==> src/rtl/svp_pkg.sv <==
package svp_pkg;
  typedef enum logic [1:0] {
    QUAL_PREC   = 2'b00,
    QUAL_ROB    = 2'b01,
    QUAL_EXTRAP = 2'b10,
    QUAL_FAIL   = 2'b11
  } quality_e;

  typedef enum logic [1:0] {
    SEL_AUTO     = 2'b00,
    SEL_PREC     = 2'b01,
    SEL_ROB      = 2'b10,
    SEL_AUTO_ALT = 2'b11
  } force_e;
endpackage

==> src/rtl/svp_channel.sv <==
module svp_channel #(
  parameter int DW        = 12,
  parameter int STUCK_LEN = 6
) (
  input  logic          clk,
  input  logic          rst_n,
  input  logic          smp_en,
  input  logic [DW-1:0] din,
  input  logic [DW-1:0] lo,
  input  logic [DW-1:0] hi,
  input  logic [DW-1:0] step_max,
  output logic          accept,
  output logic          stuck
);
  localparam int SW = $clog2(STUCK_LEN + 1);
  localparam logic [SW-1:0] SAME_MAX = SW'(STUCK_LEN);

  logic          has_prev_q, has_raw_q;
  logic [DW-1:0] last_acc_q, prev_raw_q;
  logic [SW-1:0] same_q, same_n;
  logic [DW-1:0] step_abs;
  logic          range_ok, step_ok;

  always_comb begin
    step_abs = (din > last_acc_q) ? (din - last_acc_q) : (last_acc_q - din);
    range_ok = (din >= lo) && (din <= hi);
    step_ok  = !has_prev_q || (step_abs <= step_max);
    if (has_raw_q && (din == prev_raw_q))
      same_n = (same_q < SAME_MAX) ? same_q + 1'b1 : same_q;
    else
      same_n = '0;
    accept = range_ok && step_ok && (same_n < SAME_MAX);
  end

  always_ff @(posedge clk or negedge rst_n) begin
    if (!rst_n) begin
      has_prev_q <= 1'b0;
      has_raw_q  <= 1'b0;
      last_acc_q <= '0;
      prev_raw_q <= '0;
      same_q     <= '0;
    end else if (smp_en) begin
      has_raw_q  <= 1'b1;
      prev_raw_q <= din;
      same_q     <= same_n;
      if (accept) begin
        has_prev_q <= 1'b1;
        last_acc_q <= din;
      end
    end
  end

  assign stuck = (same_q >= SAME_MAX);
endmodule

==> src/rtl/svp_select.sv <==
module svp_select
  import svp_pkg::*;
#(
  parameter int DW = 12
) (
  input  logic          prec_ok,
  input  logic          rob_ok,
  input  logic [DW-1:0] prec_d,
  input  logic [DW-1:0] rob_d,
  input  logic [DW-1:0] tol,
  input  force_e        mode,
  output logic          pick_ok,
  output logic [DW-1:0] pick_d,
  output quality_e      pick_q,
  output logic          disagree
);
  logic [DW-1:0] gap;

  always_comb begin
    gap      = (prec_d > rob_d) ? (prec_d - rob_d) : (rob_d - prec_d);
    disagree = prec_ok && rob_ok && (gap > tol);
    pick_ok  = 1'b0;
    pick_d   = prec_d;
    pick_q   = QUAL_PREC;
    unique case (mode)
      SEL_PREC: pick_ok = prec_ok;
      SEL_ROB: begin
        pick_ok = rob_ok;
        pick_d  = rob_d;
        pick_q  = QUAL_ROB;
      end
      default: begin
        pick_ok = prec_ok || rob_ok;
        if (!prec_ok || disagree) begin
          pick_d = rob_d;
          pick_q = QUAL_ROB;
        end
      end
    endcase
  end
endmodule

==> src/rtl/sensor_pair_validator.sv <==
module sensor_pair_validator
  import svp_pkg::*;
#(
  parameter int DW         = 12,
  parameter int HOLD_LIMIT = 4,
  parameter int STUCK_LEN  = 6
) (
  input  logic          clk,
  input  logic          rst_n,
  input  logic          sample_valid,
  input  logic [DW-1:0] prec_data,
  input  logic [DW-1:0] rob_data,
  input  logic [DW-1:0] range_min,
  input  logic [DW-1:0] range_max,
  input  logic [DW-1:0] max_step,
  input  logic [DW-1:0] pair_tol,
  input  logic [1:0]    sel_force,
  output logic          out_valid,
  output logic [DW-1:0] out_data,
  output logic [1:0]    out_quality,
  output logic          mismatch,
  output logic          fault_report,
  output logic          stuck_prec,
  output logic          stuck_rob
);
  localparam int HW = $clog2(HOLD_LIMIT + 1);
  localparam logic [HW-1:0] HOLD_MAX = HW'(HOLD_LIMIT);

  logic [DW-1:0] chan_d     [2];
  logic          chan_ok    [2];
  logic          chan_stuck [2];

  assign chan_d[0] = prec_data;
  assign chan_d[1] = rob_data;

  for (genvar g = 0; g < 2; g++) begin : g_chan
    svp_channel #(.DW(DW), .STUCK_LEN(STUCK_LEN)) chan_i (
      .clk      (clk),
      .rst_n    (rst_n),
      .smp_en   (sample_valid),
      .din      (chan_d[g]),
      .lo       (range_min),
      .hi       (range_max),
      .step_max (max_step),
      .accept   (chan_ok[g]),
      .stuck    (chan_stuck[g])
    );
  end

  logic          pick_ok, pair_mis;
  logic [DW-1:0] pick_d;
  quality_e      pick_q;

  svp_select #(.DW(DW)) sel_i (
    .prec_ok  (chan_ok[0]),
    .rob_ok   (chan_ok[1]),
    .prec_d   (chan_d[0]),
    .rob_d    (chan_d[1]),
    .tol      (pair_tol),
    .mode     (force_e'(sel_force)),
    .pick_ok  (pick_ok),
    .pick_d   (pick_d),
    .pick_q   (pick_q),
    .disagree (pair_mis)
  );

  logic                 valid_q, valid_n;
  logic [DW-1:0]        data_q, data_n;
  quality_e             qual_q, qual_n;
  logic                 mis_q, mis_n, fault_q, fault_n, hist_q, hist_n;
  logic signed [DW:0]   delta_q, delta_n;
  logic [HW-1:0]        hold_q, hold_n;
  logic signed [DW+1:0] sum_s, lo_s, hi_s;
  logic [DW-1:0]        extrap;

  always_comb begin
    sum_s = $signed({2'b00, data_q}) + $signed({delta_q[DW], delta_q});
    lo_s  = $signed({2'b00, range_min});
    hi_s  = $signed({2'b00, range_max});
    if (sum_s < lo_s)      extrap = range_min;
    else if (sum_s > hi_s) extrap = range_max;
    else                   extrap = sum_s[DW-1:0];
  end

  always_comb begin
    valid_n = sample_valid;
    data_n  = data_q;
    qual_n  = qual_q;
    mis_n   = mis_q;
    fault_n = fault_q;
    delta_n = delta_q;
    hist_n  = hist_q;
    hold_n  = hold_q;
    if (sample_valid) begin
      mis_n = pair_mis;
      if (pick_ok) begin
        data_n  = pick_d;
        qual_n  = pick_q;
        delta_n = hist_q ? ($signed({1'b0, pick_d}) - $signed({1'b0, data_q})) : '0;
        hist_n  = 1'b1;
        hold_n  = '0;
        fault_n = 1'b0;
      end else if (hold_q < HOLD_MAX) begin
        data_n = extrap;
        qual_n = QUAL_EXTRAP;
        hold_n = hold_q + 1'b1;
      end else begin
        qual_n  = QUAL_FAIL;
        fault_n = 1'b1;
      end
    end
  end

  always_ff @(posedge clk or negedge rst_n) begin
    if (!rst_n) begin
      valid_q <= 1'b0;
      data_q  <= '0;
      qual_q  <= QUAL_FAIL;
      mis_q   <= 1'b0;
      fault_q <= 1'b0;
      delta_q <= '0;
      hist_q  <= 1'b0;
      hold_q  <= '0;
    end else begin
      valid_q <= valid_n;
      if (sample_valid) begin
        data_q  <= data_n;
        qual_q  <= qual_n;
        mis_q   <= mis_n;
        fault_q <= fault_n;
        delta_q <= delta_n;
        hist_q  <= hist_n;
        hold_q  <= hold_n;
      end
    end
  end

  assign out_valid    = valid_q;
  assign out_data     = data_q;
  assign out_quality  = qual_q;
  assign mismatch     = mis_q;
  assign fault_report = fault_q;
  assign stuck_prec   = chan_stuck[0];
  assign stuck_rob    = chan_stuck[1];
endmodule

==> config.mk <==
export PLATFORM = sky130hd
export DESIGN_NAME = sensor_pair_validator
export DESIGN_NICKNAME = d
export VERILOG_FILES = /design/src/rtl/svp_pkg.sv /design/src/rtl/svp_channel.sv /design/src/rtl/svp_select.sv /design/src/rtl/sensor_pair_validator.sv
export SDC_FILE = /design/constraint.sdc
export NUM_CORES = 1
export LEC_CHECK = 0
export BUFFER_PORTS_ARGS = -buffer_cell sky130_fd_sc_hd__buf_2
export CORE_ASPECT_RATIO = 1.1
export CORE_MARGIN = 10
export CORE_UTILIZATION = 60
export CTS_CLUSTER_DIAMETER = 100
export DETAILED_ROUTE_END_ITERATION = 10
export PLACE_DENSITY = 0.84
export SYNTH_ARGS = -nofsm -noshare
export SYNTH_HDL_FRONTEND = slang
export SYNTH_SLANG_ARGS = --single-unit
export TNS_END_PERCENT = 100
==> constraint.sdc <==
create_clock -name clk -period 7.6 [get_ports clk]
set_clock_uncertainty 0.1 [all_clocks]
set_input_delay 0.38 -clock clk [delete_from_list [all_inputs] [get_ports clk]]
set_output_delay 0.38 -clock clk [all_outputs]
set_load 0.05 [all_outputs]
==> results of run 1 <==
metal layers:
layer / track usage (%) / wire [microns]
met1: 35.2 / 13900
met2: 43.7 / 15400
met3: 4.00 / 2810
met4: 11.1 / 1270
met5: 0 / 0
power groups by stage:
| stage | sequential, mW | clock, mW | combinational (mW) |
|---|---|---|---|
| global route | 0.803 | 0.495 | 4.14 |
| detailed placement | 0.788 | 0 | 3.59 |
| finish | 0.784 | 0.472 | 3.75 |
| CTS | 0.780 | 0.479 | 3.65 |
| floorplan | 0.890 | 0 | 2.65 |
| global placement | 0.784 | 0 | 3.50 |
cell usage in the layout (no fill, tap or decap), types with 6 or more instances in the layout:
master	n
sky130_fd_sc_hd__ha_1	207
sky130_fd_sc_hd__inv_1	152
sky130_fd_sc_hd__a21oi_1	107
sky130_fd_sc_hd__buf_2	94
sky130_fd_sc_hd__dfrtp_1	89
sky130_fd_sc_hd__o21ai_0	73
sky130_fd_sc_hd__nand2_1	67
sky130_fd_sc_hd__a21o_1	58
sky130_fd_sc_hd__xnor2_1	55
sky130_fd_sc_hd__buf_4	43
sky130_fd_sc_hd__nor2_1	41
sky130_fd_sc_hd__mux2_2	39
sky130_fd_sc_hd__nand4_1	33
sky130_fd_sc_hd__nand3_1	22
sky130_fd_sc_hd__mux2i_1	21
sky130_fd_sc_hd__nor3_1	21
sky130_fd_sc_hd__nor2b_1	20
sky130_fd_sc_hd__a31oi_1	19
sky130_fd_sc_hd__o31ai_1	17
sky130_fd_sc_hd__xor2_1	16
sky130_fd_sc_hd__a211oi_1	13
sky130_fd_sc_hd__o211ai_1	12
sky130_fd_sc_hd__o221ai_1	11
sky130_fd_sc_hd__a22oi_1	10
sky130_fd_sc_hd__nand2b_1	9
sky130_fd_sc_hd__clkbuf_16	9
sky130_fd_sc_hd__o21bai_1	8
sky130_fd_sc_hd__fa_1	8
sky130_fd_sc_hd__o21a_1	6
kinds of logic after synthesis:
group | Yosys count
AO/OA/AOI/OAI | 398
adder cells (fa/ha/maj) | 215
XOR/XNOR | 71
multiplexers | 64
AND/OR/NAND/NOR | 242
buffers and inverters | 191
flip-flops | 91
registers in the layout, indices dropped and copies added (netlist names):
signal / count
out_data: 12
g_chan.chan_i.has_raw_q: 1
out_quality: 2
delta_q: 13
mismatch: 1
fault_report: 1
g_chan.chan_i.last_acc_q: 24
hist_q: 1
g_chan.chan_i.prev_raw_q: 24
out_valid: 1
g_chan.chan_i.has_prev_q: 2
g_chan.chan_i.same_q: 6
hold_q: 3
how the worst max path moves through the flow:
stage / to / cells after the start / startpoint / slack (ns)
6_report: delta_q[12] / 29 / g_chan[0].chan_i.last_acc_q[0] / 0.35
5_1_grt: delta_q[12] / 30 / g_chan[0].chan_i.last_acc_q[0] / -0.05
4_1_cts: delta_q[12] / 30 / g_chan[0].chan_i.last_acc_q[0] / 0.22
3_5_place_dp: delta_q[12] / 31 / prec_data[0] / -0.14
3_3_place_gp: delta_q[12] / 31 / prec_data[0] / 0.11
2_1_floorplan: delta_q[11] / 34 / rob_data[0] / 0.73
area by class of cell:
type / instances / area [sq um]
Multi-Input combinational cell: 990 / 8000
Fill cell: 1409 / 5610
Sequential cell: 91 / 2280
Timing Repair Buffer: 138 / 803
Inverter: 152 / 571
Tap cell: 238 / 298
Clock buffer: 10 / 239
Clock inverter: 6 / 67.6
timing repair:
item,in CTS,in global routing
gates resized for setup,0,9
setup buffers,4,0
endpoints found under the setup margin,1,6
hold buffers,1,0
pin swaps,1,0
endpoints found under the hold margin,29,0
per-stage QoR:
step,util [%],worst slack [ns],instance area [sq um]
final,68.6,0.348,12300
after global routing,68.6,-0.0508,12300
after CTS,68.4,0.215,12200
after detailed placement,66.4,-0.140,11900
after global placement,66.4,0.107,11900
after floorplan,-,0.728,11000
==> run summary, run 1 <==
STA
--------------------------------------------------------------------------------------
Final setup fails                                                                    0
Sum of negative setup slack                                                       0 ns
Share of the clock period used by the worst path after layout                    95.4%
Final Hold Slack                                                             0.0493 ns
Tightest Pin Transition                                                        1.33 ns
Relative max-transition margin                                                   10.8%
Final Hold Viols                                                                     0
Number of pins with negative max-slew slack in the final report                      0
Crit path time final                                                           7.25 ns
Setup repair after global routing missed its margin                                yes
Maximum clock frequency                                                        138 MHz

CRITICAL PATH
--------------------------------------------------------------------------------------
Most prevalent standard cell on the critical path                         sky130_fd_sc_hd__ha_1
Worst r2r path cells                                                                29
Crit Path Max Fanout                                                                10
Crit path capture type                                                        register
Worst-case register-to-register setup slack                                    0.35 ns
Reg2Reg Capture Point                                                      delta_q[12]
Category of the most critical setup path                                  register to register
Element type at the critical path start                                       register
Crit-path slowest cell                                                    sky130_fd_sc_hd__a211oi_4
Crit Reg-Reg Startpoint                                                   g_chan[0].chan_i.last_acc_q[0]
CP Data Required Time                                                          7.75 ns
Endpoint arrival time on the critical path                                     7.40 ns
Number of buffers and inverters on the critical path                                 2
Slowest cell delay on critical path                                            0.48 ns
Dominant delay contributor by cell family on the critical path            compound AO/OA/AOI/OAI gates

CLOCKING
--------------------------------------------------------------------------------------
Clock latency of the later-clocked register in the worst-skew pair             0.37 ns
Number of clock sinks                                                               91
Root Driver                                                               sky130_fd_sc_hd__clkbuf_16
Clock buffer depth                                                                   2
H-tree lvl count                                                                     3
Clock slew at the register clock pins of the worst setup and hold paths        0.07 ns
Clock buffers created by TritonCTS                                                   9
CTS tree                                                                          done

POWER AND IR DROP
--------------------------------------------------------------------------------------
Net switching fraction of the power                                              51.1%
Power Internal                                                                 2.45 mW
Sequential cell fraction of total power                                          15.7%
Net switching power figure                                                     2.56 mW
Clock network power share                                                         9.4%
Pwr/cell area                                                              408 nW/um^2
Static Leakage                                                                 6.20 nW
Part of the total power dissipated in combinational logic                        74.9%
IR Drop Worst-Case VDD                                                        0.310 mV
Total power                                                                    5.00 mW

YOSYS
--------------------------------------------------------------------------------------
Leading post-synthesis cells by instance count                            207 x sky130_fd_sc_hd__ha_1, 152 x sky130_fd_sc_hd__inv_1, 109 x sky130_fd_sc_hd__a21oi_1, 89 x sky130_fd_sc_hd__dfrtp_1, 74 x sky130_fd_sc_hd__o21ai_0
Most frequently used cell type in the post-synthesis netlist              sky130_fd_sc_hd__ha_1
Biggest area consumer among synthesized cells                             sky130_fd_sc_hd__ha_1
Most used DFF post-synth                                                  sky130_fd_sc_hd__dfrtp_1
Adder-cell share of the synthesized area                                         25.0%
Fraction of the mapped netlist area in compound gates                            24.3%
Leading cell types by total area after synthesis                          sky130_fd_sc_hd__ha_1 24%, sky130_fd_sc_hd__dfrtp_1 20%, sky130_fd_sc_hd__inv_1 5.2%
Gate Count Post-Synth                                                             1272
Mapped Area                                                                11000 sq um
Share of synthesized area occupied by flip-flops and latches                     20.8%
Synthesis Warnings                                                                   0
Number of different library cells in the post-synthesis netlist                     78
Net count after synthesis                                                         1564
Flop and latch count out of synthesis                                               91
Syn Area/Cell                                                               8.63 sq um
Combinational family with the most area after synthesis                    adder cells
Portion of synthesized cell area occupied by the leading cell type               23.6%
Multiplexer area fraction after synthesis                                        6.32%
Number of synthesized flops with an enable pin                                       0
Synthesized-area fraction occupied by and/or/nand/nor cells                      11.1%
Fraction of synthesized cell area in xor and xnor cells                          5.66%
Asr flop ratio synth                                                              100%

FLOORPLANNING
--------------------------------------------------------------------------------------
Core footprint                                                             17900 sq um
# IOs                                                                               96
Width of the die                                                           149 microns
Die ar.                                                                    24100 sq um
Die height                                                                 162 microns
Starting density of the core                                                     61.5%
Cell Rows                                                                           51

HOLD PATH
--------------------------------------------------------------------------------------
Hold Startpoint                                                           sample_valid
Worst min-delay path category                                             input pin to register
Hold path depth                                                                      1
Sink of the worst hold path                                                  out_valid

ROUTING
--------------------------------------------------------------------------------------
Final Routed Wirelength                                                   33300 microns
Vias per std cell                                                                 6.30
Drt wl/cell                                                               20.5 microns
Violation count after the first detailed-routing iteration                         923
Length of the first detailed-routing pass in iterations                              8
DRC viols                                                                            0
Overall via count from detail_route                                              10200
Remaining antenna violation count                                                    0

GLOBAL ROUTE
--------------------------------------------------------------------------------------
First-pass GRT wire length                                                52800 microns
Total global routing track utilization                                           27.0%
Largest net degree at the start of global routing                                   61
Total global routing overflow                                                        0
Antenna violations before repair                                                     0
Via count of the first global-routing pass                                       10100

FINISH
--------------------------------------------------------------------------------------
Fraction of final layout cells with drive strength greater than 1                15.6%
Antenna Cells                                                                        0
Layout area overhead                                                             11.6%
Non-Filler Instances                                                              1625
Number of nets in the layout                                                      1674

PLACED DESIGN
--------------------------------------------------------------------------------------
Sum of net half-perimeters after detailed placement                       26600 microns
DP Cell Count                                                                     1604
Routability-driven placement congestion ratio                                    0.999
Input/output buffers                                                                95

JOB
--------------------------------------------------------------------------------------
Max-cap violation count                                                              0

OUTCOME
--------------------------------------------------------------------------------------
Run status                                                                   completed

Power figures use the tool's default switching activity.
==> run 2, diff against run 1 <==
--- a/config.mk
+++ b/config.mk
@@ -14,5 +14,6 @@
 export PLACE_DENSITY = 0.84
 export SYNTH_ARGS = -nofsm -noshare
 export SYNTH_HDL_FRONTEND = slang
+export SYNTH_HIERARCHICAL = 1
 export SYNTH_SLANG_ARGS = --single-unit
 export TNS_END_PERCENT = 100
==> run summary, run 2 <==
CRITICAL PATH
--------------------------------------------------------------------------------------
Endpoint arrival time on the critical path                                     7.19 ns
Worst r2r path cells                                                                30
Crit Path Max Fanout                                                                11
Element type at the critical path start                                      input pin
Most prevalent standard cell on the critical path                         sky130_fd_sc_hd__inv_1
Crit-path slowest cell                                                    sky130_fd_sc_hd__fa_1
Slowest cell delay on critical path                                            0.43 ns
Category of the most critical setup path                                  input pin to register
Crit path capture type                                                        register
CP Data Required Time                                                          7.75 ns

STA
--------------------------------------------------------------------------------------
Tightest Pin Transition                                                        1.15 ns
Relative max-transition margin                                                   22.8%
Setup repair after global routing missed its margin                                 no
Maximum clock frequency                                                        142 MHz
Sum of negative setup slack                                                       0 ns
Final Hold Slack                                                              0.214 ns
Share of the clock period used by the worst path after layout                    92.7%
Final Hold Viols                                                                     0
Number of pins with negative max-slew slack in the final report                      0
Final setup fails                                                                    0
Crit path time final                                                           7.04 ns

FINISH
--------------------------------------------------------------------------------------
Layout area overhead                                                             7.88%
Antenna Cells                                                                        0
Commonest cells after routing, fill and taps aside                        219 x sky130_fd_sc_hd__inv_1, 207 x sky130_fd_sc_hd__ha_1, 107 x sky130_fd_sc_hd__a21oi_1, 94 x sky130_fd_sc_hd__buf_2, 90 x sky130_fd_sc_hd__dfrtp_1
Number of nets in the layout                                                      1714
Largest regs                                                              g_chan.chan_i/last_acc_q x24, g_chan.chan_i/prev_raw_q x24, delta_q x13
Leading cell type in the layout, fill and taps excluded                   sky130_fd_sc_hd__inv_1
Fraction of final layout cells with drive strength greater than 1                14.2%
Design Area, Final                                                         12500 sq um

YOSYS
--------------------------------------------------------------------------------------
Number of synthesized flops with an enable pin                                       0
Leading cell types by total area after synthesis                          sky130_fd_sc_hd__ha_1 22%, sky130_fd_sc_hd__dfrtp_1 19%, sky130_fd_sc_hd__inv_1 7.1%
Syn Area/Cell                                                               8.61 sq um
Asr flop ratio synth                                                              100%
Flop and latch count out of synthesis                                               92
Share of synthesized area occupied by flip-flops and latches                     19.9%
Portion of synthesized cell area occupied by the leading cell type               22.3%
Gate Count Post-Synth                                                             1347
Mapped Area                                                                11600 sq um
Biggest area consumer among synthesized cells                             sky130_fd_sc_hd__ha_1
Most used DFF post-synth                                                  sky130_fd_sc_hd__dfrtp_1
Most frequently used cell type in the post-synthesis netlist              sky130_fd_sc_hd__inv_1
Leading post-synthesis cells by instance count                            219 x sky130_fd_sc_hd__inv_1, 207 x sky130_fd_sc_hd__ha_1, 107 x sky130_fd_sc_hd__a21oi_1, 90 x sky130_fd_sc_hd__dfrtp_1, 69 x sky130_fd_sc_hd__o21ai_0
Synthesis Warnings                                                                   6
Number of different library cells in the post-synthesis netlist                     95
Net count after synthesis                                                         1639

FLOORPLANNING
--------------------------------------------------------------------------------------
Starting density of the core                                                     60.9%
Die ar.                                                                    25300 sq um
# IOs                                                                               96
Core footprint                                                             19000 sq um
Cell Rows                                                                           53
Die height                                                                 166 microns
Width of the die                                                           153 microns

CLOCKING
--------------------------------------------------------------------------------------
Post-CTS Repair Setup Buffers                                                        0
CTS tree                                                                          done
Root Driver                                                               sky130_fd_sc_hd__clkbuf_16
Clock buffers created by TritonCTS                                                   9
H-tree lvl count                                                                     3
Clock slew at the register clock pins of the worst setup and hold paths        0.07 ns
Clock buffer depth                                                                   2
Number of clock sinks                                                               92
Clock latency of the later-clocked register in the worst-skew pair             0.36 ns

PLACED DESIGN
--------------------------------------------------------------------------------------
Placed instance area                                                       12200 sq um
Input/output buffers                                                                95
Routability-driven placement congestion ratio                                    0.972
Sum of net half-perimeters after detailed placement                       25400 microns

JOB
--------------------------------------------------------------------------------------
Max-cap violation count                                                              0

POWER AND IR DROP
--------------------------------------------------------------------------------------
Pwr/cell area                                                              397 nW/um^2
IR Drop Worst-Case VDD                                                        0.320 mV
Net switching power figure                                                     2.51 mW
Sequential cell fraction of total power                                          15.9%
Static Leakage                                                                 6.38 nW
Power Internal                                                                 2.46 mW
Clock network power share                                                        10.0%
Part of the total power dissipated in combinational logic                        74.2%
Net switching fraction of the power                                              50.5%

HOLD PATH
--------------------------------------------------------------------------------------
Hold path depth                                                                      3
Worst min-delay path category                                             input pin to register

ROUTING
--------------------------------------------------------------------------------------
Length of the first detailed-routing pass in iterations                              5
Overall via count from detail_route                                              10300
Drt wl/cell                                                               19.0 microns
Final Routed Wirelength                                                   31900 microns
Violation count after the first detailed-routing iteration                         777
Vias per std cell                                                                 6.15
Remaining antenna violation count                                                    0
DRC viols                                                                            0

GLOBAL ROUTE
--------------------------------------------------------------------------------------
Total global routing overflow                                                        0
Layer with the highest usage after global routing                                 met2
First-pass GRT wire length                                                51500 microns
Global Route met1 Usage                                                          29.0%
Met3 Resource Use GR                                                             3.34%
Met2 Resource Use GR                                                             41.3%
Largest net degree at the start of global routing                                   66
Via count of the first global-routing pass                                       10400
Total global routing track utilization                                           24.3%
Antenna violations before repair                                                     0

OUTCOME
--------------------------------------------------------------------------------------
Run status                                                                   completed

[run 2: changes by cell type in the layout (fill, tap and decap cells not counted), moves of 11 or more]
| cell | before | now |
|---|---|---|
| sky130_fd_sc_hd__nand3b_1 | 0 | 12 |
| sky130_fd_sc_hd__mux2i_1 | 21 | 50 |
| sky130_fd_sc_hd__inv_1 | 152 | 219 |
| sky130_fd_sc_hd__a22o_1 | 2 | 23 |
| sky130_fd_sc_hd__o31ai_1 | 17 | 6 |
| sky130_fd_sc_hd__nor3_1 | 21 | 6 |
| sky130_fd_sc_hd__nor2_1 | 41 | 55 |
| sky130_fd_sc_hd__buf_4 | 43 | 12 |
| sky130_fd_sc_hd__o21a_1 | 6 | 21 |
| sky130_fd_sc_hd__a21o_1 | 58 | 27 |
[run 2: final timing paths]
kind	endpoint	slack [ns]	start
setup / recovery	delta_q[10]	0.56	rob_data[0]
hold / removal	g_chan[0].chan_i/last_acc_q[6]	0.21	prec_data[6]
setup reg to reg	delta_q[10]	0.59	g_chan[1].chan_i/last_acc_q[1]
hold reg to reg	g_chan[1].chan_i/has_prev_q	0.38	g_chan[1].chan_i/has_prev_q
max in group asynchronous	g_chan[0].chan_i/last_acc_q[8]	5.81	rst_n
min in group asynchronous	out_data[11]	0.40	rst_n
[run 2: critical path: cells and delay by family]
| kind | cells | cell delay, ns |
|---|---|---|
| xor gates and xnor gates | 1 | 0.19 |
| and+or+nand+nor | 2 | 0.26 |
| buffers and inverters | 6 | 0.78 |
| adders and majority gates | 5 | 1.54 |
| AOI/OAI and AO/OA | 19 | 4.02 |
[run 2: routing by layer]
layer	routed length (microns)	part of all wire, %
met5	0	0
met4	1630	5.1
met3	1820	5.7
met2	15100	47
met1	13300	42
[run 2: cells by family after synthesis]
kind of cell / after synthesis / synth area share, %
AND/OR/NAND/NOR: 255 / 11.9
multiplexers: 80 / 7.23
buffers and inverters: 263 / 9.57
AO/OA/AOI/OAI: 370 / 22.4
XOR/XNOR: 71 / 5.36
adder cells (fa/ha/maj): 215 / 23.7
other: 1 / 0.0323
flip-flops: 92 / 19.9
[run 2: through the flow]
stage / total power [mW] / worst slack, ns / instances / utilization, %
after floorplan: 3.68 / 1.34 / 1347 / -
after detailed placement: 4.42 / 0.289 / 1657 / 64.0
after CTS: 4.94 / 0.551 / 1674 / 65.7
after global placement: 4.30 / 0.544 / 1657 / 64.0
final: 4.97 / 0.555 / 1674 / 65.8
after global routing: 5.43 / 0.0258 / 1674 / 65.8
[run 2: final cells by class]
class / instances / area (sq um)
flip-flops and latches: 92 / 2300
inverters: 220 / 826
repair buffers: 107 / 571
fillers: 1562 / 6520
clock buffers: 10 / 239
multi-input cells: 992 / 8190
clock inverters: 6 / 75.1
well taps: 247 / 309
[run 2: timing repair]
item                                    4_1_cts  5_1_grt
resized for setup                             0        1
hold buffers                                  1        0
endpoints found under the setup margin        0        2
hold endpoints to repair                     31        0
[run 2: power groups by stage]
stage                     Sequential, mW  Combinational [mW]  Clock (mW)
after floorplan                    0.891                2.79           0
after detailed placement           0.794                3.63           0
after global routing               0.811                4.10       0.520
final                              0.788                3.69       0.495
after CTS                          0.787                3.65       0.501
after global placement             0.787                3.51           0
